[src/rtl/sertx_pkg.sv]
package sertx_pkg;
  localparam int FRAME_BITS = 10;
  localparam logic START_BIT = 1'b0;
  localparam logic STOP_BIT  = 1'b1;
endpackage

[src/rtl/sertx_baud.sv]
module sertx_baud #(
  parameter int DIV_W = 16
) (
  input  logic             clk,
  input  logic             rst_n,
  input  logic [DIV_W-1:0] div,
  output logic             tick
);
  logic [DIV_W-1:0] cnt;

  always_ff @(posedge clk) begin
    if (!rst_n) begin
      cnt  <= '0;
      tick <= 1'b0;
    end else if (cnt >= div) begin
      cnt  <= '0;
      tick <= 1'b1;
    end else begin
      cnt  <= cnt + DIV_W'(1);
      tick <= 1'b0;
    end
  end
endmodule

[src/rtl/sertx_fifo.sv]
module sertx_fifo #(
  parameter int DEPTH = 16,
  parameter int W     = 8,
  localparam int AW   = (DEPTH > 1) ? $clog2(DEPTH) : 1,
  localparam int LW   = $clog2(DEPTH + 1)
) (
  input  logic          clk,
  input  logic          rst_n,
  input  logic          push,
  input  logic [W-1:0]  din,
  input  logic          pop,
  output logic [W-1:0]  dout,
  output logic [LW-1:0] level,
  output logic          full,
  output logic          empty
);
  logic [W-1:0]  mem [DEPTH];
  logic [AW-1:0] wr_ptr, rd_ptr;

  function automatic logic [AW-1:0] nxt(input logic [AW-1:0] p);
    return (p == AW'(DEPTH - 1)) ? '0 : p + AW'(1);
  endfunction

  assign full  = (level == LW'(DEPTH));
  assign empty = (level == '0);
  assign dout  = mem[rd_ptr];

  always_ff @(posedge clk) begin
    if (push) mem[wr_ptr] <= din;
  end

  always_ff @(posedge clk) begin
    if (!rst_n) begin
      wr_ptr <= '0;
      rd_ptr <= '0;
      level  <= '0;
    end else begin
      if (push) wr_ptr <= nxt(wr_ptr);
      if (pop)  rd_ptr <= nxt(rd_ptr);
      case ({push, pop})
        2'b10:   level <= level + LW'(1);
        2'b01:   level <= level - LW'(1);
        default: level <= level;
      endcase
    end
  end
endmodule

[src/rtl/sertx_shift.sv]
module sertx_shift
  import sertx_pkg::*;
(
  input  logic       clk,
  input  logic       rst_n,
  input  logic       tick,
  input  logic       avail,
  input  logic       allow,
  input  logic [7:0] din,
  output logic       pop,
  output logic       busy,
  output logic       txd
);
  localparam logic [3:0] LAST = 4'(FRAME_BITS - 1);

  logic [FRAME_BITS-1:0] frame;
  logic [3:0]            bcnt;
  logic                  slot_free;

  assign slot_free = !busy || (bcnt == LAST);
  assign pop       = tick && slot_free && avail && allow;
  assign txd       = frame[0];

  always_ff @(posedge clk) begin
    if (!rst_n) begin
      frame <= '1;
      bcnt  <= '0;
      busy  <= 1'b0;
    end else if (tick) begin
      if (!slot_free) begin
        frame <= {1'b1, frame[FRAME_BITS-1:1]};
        bcnt  <= bcnt + 4'd1;
      end else if (avail && allow) begin
        frame <= {STOP_BIT, din, START_BIT};
        bcnt  <= '0;
        busy  <= 1'b1;
      end else begin
        frame <= '1;
        bcnt  <= '0;
        busy  <= 1'b0;
      end
    end
  end
endmodule

[src/rtl/sertx_top.sv]
module sertx_top #(
  parameter int DEPTH = 16,
  parameter int DIV_W = 16,
  localparam int LW   = $clog2(DEPTH + 1)
) (
  input  logic             clk,
  input  logic             rst_n,
  input  logic [DIV_W-1:0] baud_div,
  input  logic             flow_en,
  input  logic             cts_ok,
  input  logic             wr_valid,
  output logic             wr_ready,
  input  logic [7:0]       wr_data,
  input  logic             irq_ack,
  input  logic             ovf_clr,
  output logic             txd,
  output logic             fifo_drained,
  output logic [LW-1:0]    fifo_level,
  output logic             tx_idle,
  output logic             irq,
  output logic             ovf
);
  logic tick, push, pop, full, empty, busy, allow, armed;
  logic [7:0] head;

  assign allow    = !flow_en || cts_ok;
  assign push     = wr_valid && !full;
  assign wr_ready = !full;

  sertx_baud #(.DIV_W(DIV_W)) u_baud (
    .clk(clk), .rst_n(rst_n), .div(baud_div), .tick(tick)
  );

  sertx_fifo #(.DEPTH(DEPTH), .W(8)) u_fifo (
    .clk(clk), .rst_n(rst_n), .push(push), .din(wr_data), .pop(pop),
    .dout(head), .level(fifo_level), .full(full), .empty(empty)
  );

  sertx_shift u_shift (
    .clk(clk), .rst_n(rst_n), .tick(tick), .avail(!empty), .allow(allow),
    .din(head), .pop(pop), .busy(busy), .txd(txd)
  );

  always_ff @(posedge clk) begin
    if (!rst_n) begin
      armed <= 1'b0;
      ovf   <= 1'b0;
    end else begin
      if (push)         armed <= 1'b1;
      else if (irq_ack) armed <= 1'b0;
      if (wr_valid && full) ovf <= 1'b1;
      else if (ovf_clr)     ovf <= 1'b0;
    end
  end

  assign fifo_drained = empty;
  assign tx_idle      = empty && !busy;
  assign irq          = armed && empty;
endmodule

[config.mk]
export PLATFORM = sky130hd
export DESIGN_NAME = sertx_top
export DESIGN_NICKNAME = d
export VERILOG_FILES = /design/src/rtl/sertx_pkg.sv /design/src/rtl/sertx_baud.sv /design/src/rtl/sertx_fifo.sv /design/src/rtl/sertx_shift.sv /design/src/rtl/sertx_top.sv
export SDC_FILE = /design/constraint.sdc
export NUM_CORES = 1
export LEC_CHECK = 0
export ABC_AREA = 1
export CORE_UTILIZATION = 55
export DETAILED_ROUTE_END_ITERATION = 8
export PLACE_DENSITY = 0.74
export SYNTH_ARGS = -nofsm -noshare
export SYNTH_HDL_FRONTEND = slang
export SYNTH_HIERARCHICAL = 1
export SYNTH_SLANG_ARGS = --single-unit
[constraint.sdc]
create_clock -name clk -period 6.4 [get_ports clk]
set_clock_uncertainty 0.15 [all_clocks]
set_input_delay 0.96 -clock clk [delete_from_list [all_inputs] [get_ports clk]]
set_output_delay 0.96 -clock clk [all_outputs]
set_load 0.02 [all_outputs]
# After elaboration in Yosys (flattened, before gate mapping)
# Memories as Yosys holds them, arrays and structs flattened. A register that Yosys moved wholly into a read port is not among the register bits.
# Index checks and enable logic that the tools add are counted.
[op_classes] add_sub_neg=6 mul=0 div=0 magnitude_cmp=1 n_eq_ne=6 shifts=0 mux=16 bitwise=1 reduce_logical=20
[ops] operator="$mux W4" n=5
[ops] operator="$add A16 B1 Y16 const B" n=1
[ops] operator="$ge A16 B16 Y1" n=1
[ops] operator="$add A4 B1 Y4 const B" n=3
[ops] operator="$eq A4 B4 Y1 const B" n=3
[ops] operator="$mux W10" n=1
[ops] operator="$pmux W5 S2" n=1
[ops] operator="$mux W9" n=1
[ops] operator="$logic_and A1 B1 Y1" n=8
[ops] operator="$mux W1" n=8
[ops] operator="$reduce_bool A2 Y1" n=3
[ops] operator="$add A5 B1 Y5 const B" n=1
[ops] operator="$eq A5 B5 Y1 const B" n=1
[ops] operator="$logic_not A5 Y1" n=1
[ops] operator="$sub A5 B1 Y5 const B" n=1
[ops] operator="$logic_not A1 Y1" n=4
[ops] operator="$eq A2 B1 Y1 const B" n=1
[ops] operator="$eq A2 B2 Y1 const B" n=1
[ops] operator="$logic_or A1 B1 Y1" n=2
[ops] operator="$reduce_and A2 Y1" n=1
[ops] operator="$reduce_or A2 Y1" n=1
[ops] operator="$not A1 Y1" n=1
[word_totals] ff_bits=47 latch_bits=0 ramBits=128 mem_bits_ro=0 input_bits=31 word_cells=61 n_memories=1
[memory_table] memory="u_fifo.mem" words=16 width=8 rd=1 rd_clocked_by_memory_dff=1 write_ports=1 line_no="sertx_fifo.sv:17" rtl="logic [W-1:0] mem [DEPTH];"

# Longest topological paths before layout
[logic_depth] depth_word=7 mapped_depth=21 depth_no_buf=21

# By module
# The synthesis kept the hierarchy.
[by_module_without_submodules] module="sertx_fifo" n_inst=1 cells_each=540 area_per_inst_um2=6172.2 seq_area_each_um2=4184.0
[by_module_without_submodules] module="sertx_baud" n_inst=1 cells_each=169 area_per_inst_um2=1206.2 seq_area_each_um2=340.3
[by_module_without_submodules] module="sertx_shift" n_inst=1 cells_each=99 area_per_inst_um2=782.0 seq_area_each_um2=280.3
[by_module_without_submodules] module="sertx_top" n_inst=1 cells_each=19 area_per_inst_um2=116.4 seq_area_each_um2=40.0

# Worst setup path before layout
# Ideal clock, no wire load.
[synth_timing] path_type="reg-to-reg" startpoint="reg u_fifo.level[1]" endpoint="reg u_fifo.level[4]" arrival_time_ps=2592 setup_slack_ps=3549 stages_incl_launch_ff=21 path_buffers=0 period_less_slack_ps=2851 cell_sequence="dfxtp_1 -> nor2_1 -> nand3_1 -> nor2_1 -> inv_1 -> nand2_1 -> inv_1 -> nand3_4 -> inv_1 -> ha_1 -> nand2_1 -> inv_1 -> nor2_1 -> ha_1 -> inv_1 -> nand2_1 -> nand3_1 -> nand3b_1 -> nand3_1 -> nand2_1 -> inv_1"
[synth_between] elab_chain_len=6 word_cells_on_any_way=13 classes_between="2 x add/sub; 3 x eq/ne; 1 x mux; 7 x reduce/logical"
[synth_lines] item="start: declaration" line_no="sertx_fifo.sv:13" rtl="output logic [LW-1:0] level,"
[synth_lines] item="start signal: assignment" line_no="sertx_fifo.sv:41" rtl="2'b10: level <= level + LW'(1);"
[synth_lines] item="start signal: assignment" line_no="sertx_fifo.sv:42" rtl="2'b01: level <= level - LW'(1);"
[synth_lines] item="start signal: assignment" line_no="sertx_fifo.sv:43" rtl="default: level <= level;"
[synth_lines] item="$logic_not A5 Y1 (*)" line_no="sertx_fifo.sv:25" rtl="assign empty = (level == '0);"
[synth_lines] item="via fifo_drained" line_no="sertx_top.sv:17" rtl="output logic fifo_drained,"
[synth_lines] item="$logic_not A1 Y1 (*)" line_no="sertx_top.sv:40" rtl=".clk(clk), .rst_n(rst_n), .tick(tick), .avail(!empty), .allow(allow),"
[synth_lines] item="$logic_and A1 B1 Y1 (*) (2 in series)" line_no="sertx_shift.sv:21" rtl="assign pop = tick && slot_free && avail && allow;"
[synth_lines] item="via pop" line_no="sertx_top.sv:23" rtl="logic tick, push, pop, full, empty, busy, allow, armed;"
[synth_lines] item="$eq A2 B1 Y1 / $eq A2 B2 Y1 (equally long branches)" line_no="sertx_fifo.sv:40" rtl="case ({push, pop})"
[synth_lines] item="$pmux W5 S2 / $reduce_bool A2 Y1 (equally long branches)"
# The timed path passes the listed nets; every way through them passes the cells marked *.
# A chain may end at the register's enable or synchronous reset.

# Worst setup path after layout
[layout_timing] startpoint="in cts_ok" endpoint="reg u_fifo.level[2]"
[layout_between] elab_chain_len=4 word_cells_on_any_way=6 classes_between="2 x eq/ne; 1 x mux; 3 x reduce/logical"
[layout_lines] item="start: declaration" line_no="sertx_top.sv:10" rtl="input logic cts_ok,"
[layout_lines] item="$logic_or A1 B1 Y1 (*)" line_no="sertx_top.sv:26" rtl="assign allow = !flow_en || cts_ok;"
[layout_lines] item="via allow" line_no="sertx_top.sv:23"
[layout_lines] item="$logic_and A1 B1 Y1 (*)" line_no="sertx_shift.sv:21"
[layout_lines] item="via pop" line_no="sertx_top.sv:23"
[layout_lines] item="$eq A2 B1 Y1 / $eq A2 B2 Y1 (equally long branches)" line_no="sertx_fifo.sv:40"
[layout_lines] item="$pmux W5 S2 / $reduce_bool A2 Y1 (equally long branches)"
# Marked as above.

==> results.json <==
{
  "outcome": "finished clean",
  "critPathCaptureType": "register",
  "num_vias": 5736,
  "worstSetupPathType": "in2reg",
  "yosysTopAreaCell": "edfxtp_1",
  "synthArstFlopShare_pct": 0,
  "synth-simple-area-share_pct": 16.4,
  "synthFlopType": "edfxtp_1",
  "r2r-start": "u_fifo/level[1]",
  "gp_congestion": 0.829,
  "dp_hpwl_um": 10700,
  "synthMuxAreaShare_pct": 0.121,
  "first_iter_violations": 567,
  "critPathRequiredTime_ns": 6.57,
  "layout-drive-gt1-share_pct": 7.45,
  "top_level_ports": 42,
  "rsz0062_at_grt": "no",
  "p_leak_nw": 3.55,
  "holdCritPathClass": "reg2reg",
  "synth_top_cells_by_area": "edfxtp_1 46%, dfxtp_1 12%, inv_1 6.1%",
  "synth_compound_area_share_pct": 10.2,
  "synth_fa_ha_area_share_pct": 4.23,
  "synth-xor-area-share_pct": 1.80,
  "synthTopCellsByCount": "135 x inv_1, 129 x nand2_1, 128 x edfxtp_1",
  "max_slew.worst_pin.slew_ns": 1.22,
  "relSlewSlack_pct": 18.3,
  "viasPerCell": 5.43,
  "design.die.area_um2": 15500,
  "cp-start-kind": "input pin",
  "yosys_warnings": 6,
  "wl_per_cell_um": 15.8,
  "power.total_mw": 2.47,
  "dp.cells": 1024,
  "ir_drop_mv": 0.207,
  "fin_crit_ns": 3.30,
  "tritoncts": "yes",
  "cts_max_level": 4,
  "synth_area_per_cell_um2": 10.0,
  "yosysTopAreaCellShare_pct": 46.4,
  "critical_path_arrival_ns": 3.47,
  "grt_max_degree": 129,
  "ff2ff_path_depth": 20,
  "synth_area_um2": 8280,
  "initial_core_util_pct": 56.7,
  "clock.fmax_mhz": 303,
  "synth_top_family_by_area": "simple AND/OR/NAND/NOR gates",
  "cts_buffer_depth": 2,
  "holdWs_ns": 0.317,
  "slew_violations": 0,
  "num_rows": 44,
  "final_net_count": 918,
  "hold_depth": 2,
  "grt_usage_pct": 22.6,
  "hold_path_end": "u_shift/frame[0]",
  "antenna_found_initial": 0,
  "die_h_um": 125,
  "clkSinkCount": 178,
  "post-route-period-util_pct": 51.5,
  "clk_latency_ns": 0.43,
  "p_per_area_nw_per_um2": 263,
  "stdcell_count": 1056,
  "synth_most_common_cell": "inv_1",
  "cts_setup_buffers": 0,
  "setup_viol": 0,
  "synth_seq_cells": 178,
  "regToRegSetupSlack_ns": 3.26,
  "routed_wl_um": 16700,
  "synth-seq-area-share_pct": 58.5,
  "syn_to_final_growth_pct": 13.1,
  "die_x_um": 125,
  "io_buffer_count": 41,
  "synth_cell_type_count": 39,
  "reg2reg_to": "u_fifo/level[4]",
  "cp_max_fo": 8,
  "netlist_instances": 827,
  "grt_pass1_vias": 5604,
  "hold_start": "u_shift/frame[0]",
  "cts-root-buf": "clkbuf_16",
  "cts-buffers-inserted": 17,
  "drcViolationCount": 0,
  "grt_pass1_wl_um": 27400,
  "core_area_um2": 14600,
  "postCtsHoldBufs": 0,
  "grt.overflow.total": 0,
  "cap_violations": 0,
  "fin_tns_setup_ns": 0,
  "antennaDiodeCount": 0,
  "drtAntennaViolNets": 0,
  "utilization_pct": 64.2,
  "cts_resized": 0,
  "dr.pass1.iters": 5,
  "synthesis.nets": 886,
  "final-hold-violation-count": 0,
  "clk_pin_slew_ns": 0.07,
  "synth_edf_count": 128
}
-- flip-flops by register name (all words and copies together), names as in the netlist, 4 cells and up, named ones only --
signal         flops
u_shift/frame      9
u_fifo/mem       128
u_baud/cnt        16
u_fifo/rd_ptr      4
u_shift/bcnt       4
u_fifo/level       5
u_fifo/wr_ptr      4
-- metrics by stage --
step	instance area, um^2	setup slack [ns]
after CTS	9360	3.20
final	9360	3.10
after global placement	8740	2.91
after floorplan	8280	3.55
after global routing	9360	2.94
after detailed placement	8740	2.75
-- critical path, stage by stage --
cell             delay, ns
clkdlybuf4s50_1       0.45
inv_1                 0.04
nand2_1               0.04
nand2_1               0.16
inv_1                 0.17
nand3_4               0.09
inv_1                 0.22
ha_1                  0.34
nand2_1               0.10
inv_1                 0.08
nor2_1                0.06
ha_1                  0.18
inv_1                 0.05
nand2_1               0.08
xor2_1                0.17
o21ai_0               0.21
inv_1                 0.07
-- per-layer routing --
metal / track usage, % / vias up / wire [um]
li1: - / 2831 / -
met1: 28.8 / 2716 / 7300
met2: 38.0 / 163 / 8260
met3: 4.38 / 26 / 869
met4: 8.79 / 0 / 301
met5: 0 / - / 0
-- worst max path at each step --
stage | startpoint | endpoint | slack [ns] | cells past startpoint
3_3_place_gp | cts_ok | u_fifo/level[4] | 2.91 | 20
3_5_place_dp | cts_ok | u_fifo/level[2] | 2.75 | 17
6_report | cts_ok | u_fifo/level[2] | 3.10 | 17
4_1_cts | cts_ok | u_fifo/level[2] | 3.20 | 17
5_1_grt | cts_ok | u_fifo/level[4] | 2.94 | 18
2_1_floorplan | u_fifo/level[1] | u_fifo/level[4] | 3.55 | 20
-- logic make-up after synthesis --
logic type	after synthesis
compound gates	138
xor+xnor	17
fa+ha+maj	28
buf+inv	169
flops	178
mux	1
simple gates	296
-- report_power, final --
part | internal, mW | switching (mW) | total, mW
clock network | 0.627 | 0.435 | 1.06
registers | 1.25 | 0.00975 | 1.26
logic | 0.0534 | 0.0869 | 0.140
total | 1.93 | 0.531 | 2.47
-- layout by cell type, fill, tap and decap left out, types with 2 or more instances in the layout --
master and instances:
inv_1 135, nand2_1 129, edfxtp_1 128, nand3_1 71, nor2_1 66, a21oi_1 56
dfxtp_1 48, clkdlybuf4s50_1 41, o21ai_0 40, ha_1 28, o211ai_1 22, clkbuf_16 20
o211ai_2 10, xnor2_1 9, nand3b_1 9, xor2_1 8, inv_2 3, a21oi_2 3
clkinv_2 3, inv_4 3, nand4_1 3, nor3_1 3, clkbuf_8 2, o21a_1 2
nand3_2 2, nor2_4 2, nor2_2 2, o21ai_1 2, o21bai_1 2, buf_4 2
nand3_4 2, nand2_4 2
-- area by class of cell --
type / instances / area [um^2]
Fill cell: 1132 / 5230
Clock inverter: 10 / 88.8
Clock buffer: 22 / 528
Timing Repair Buffer: 43 / 425
Tap cell: 184 / 230
Sequential cell: 178 / 4850
Inverter: 139 / 522
Multi-Input combinational cell: 480 / 2720
Power figures use the tool's default switching activity.
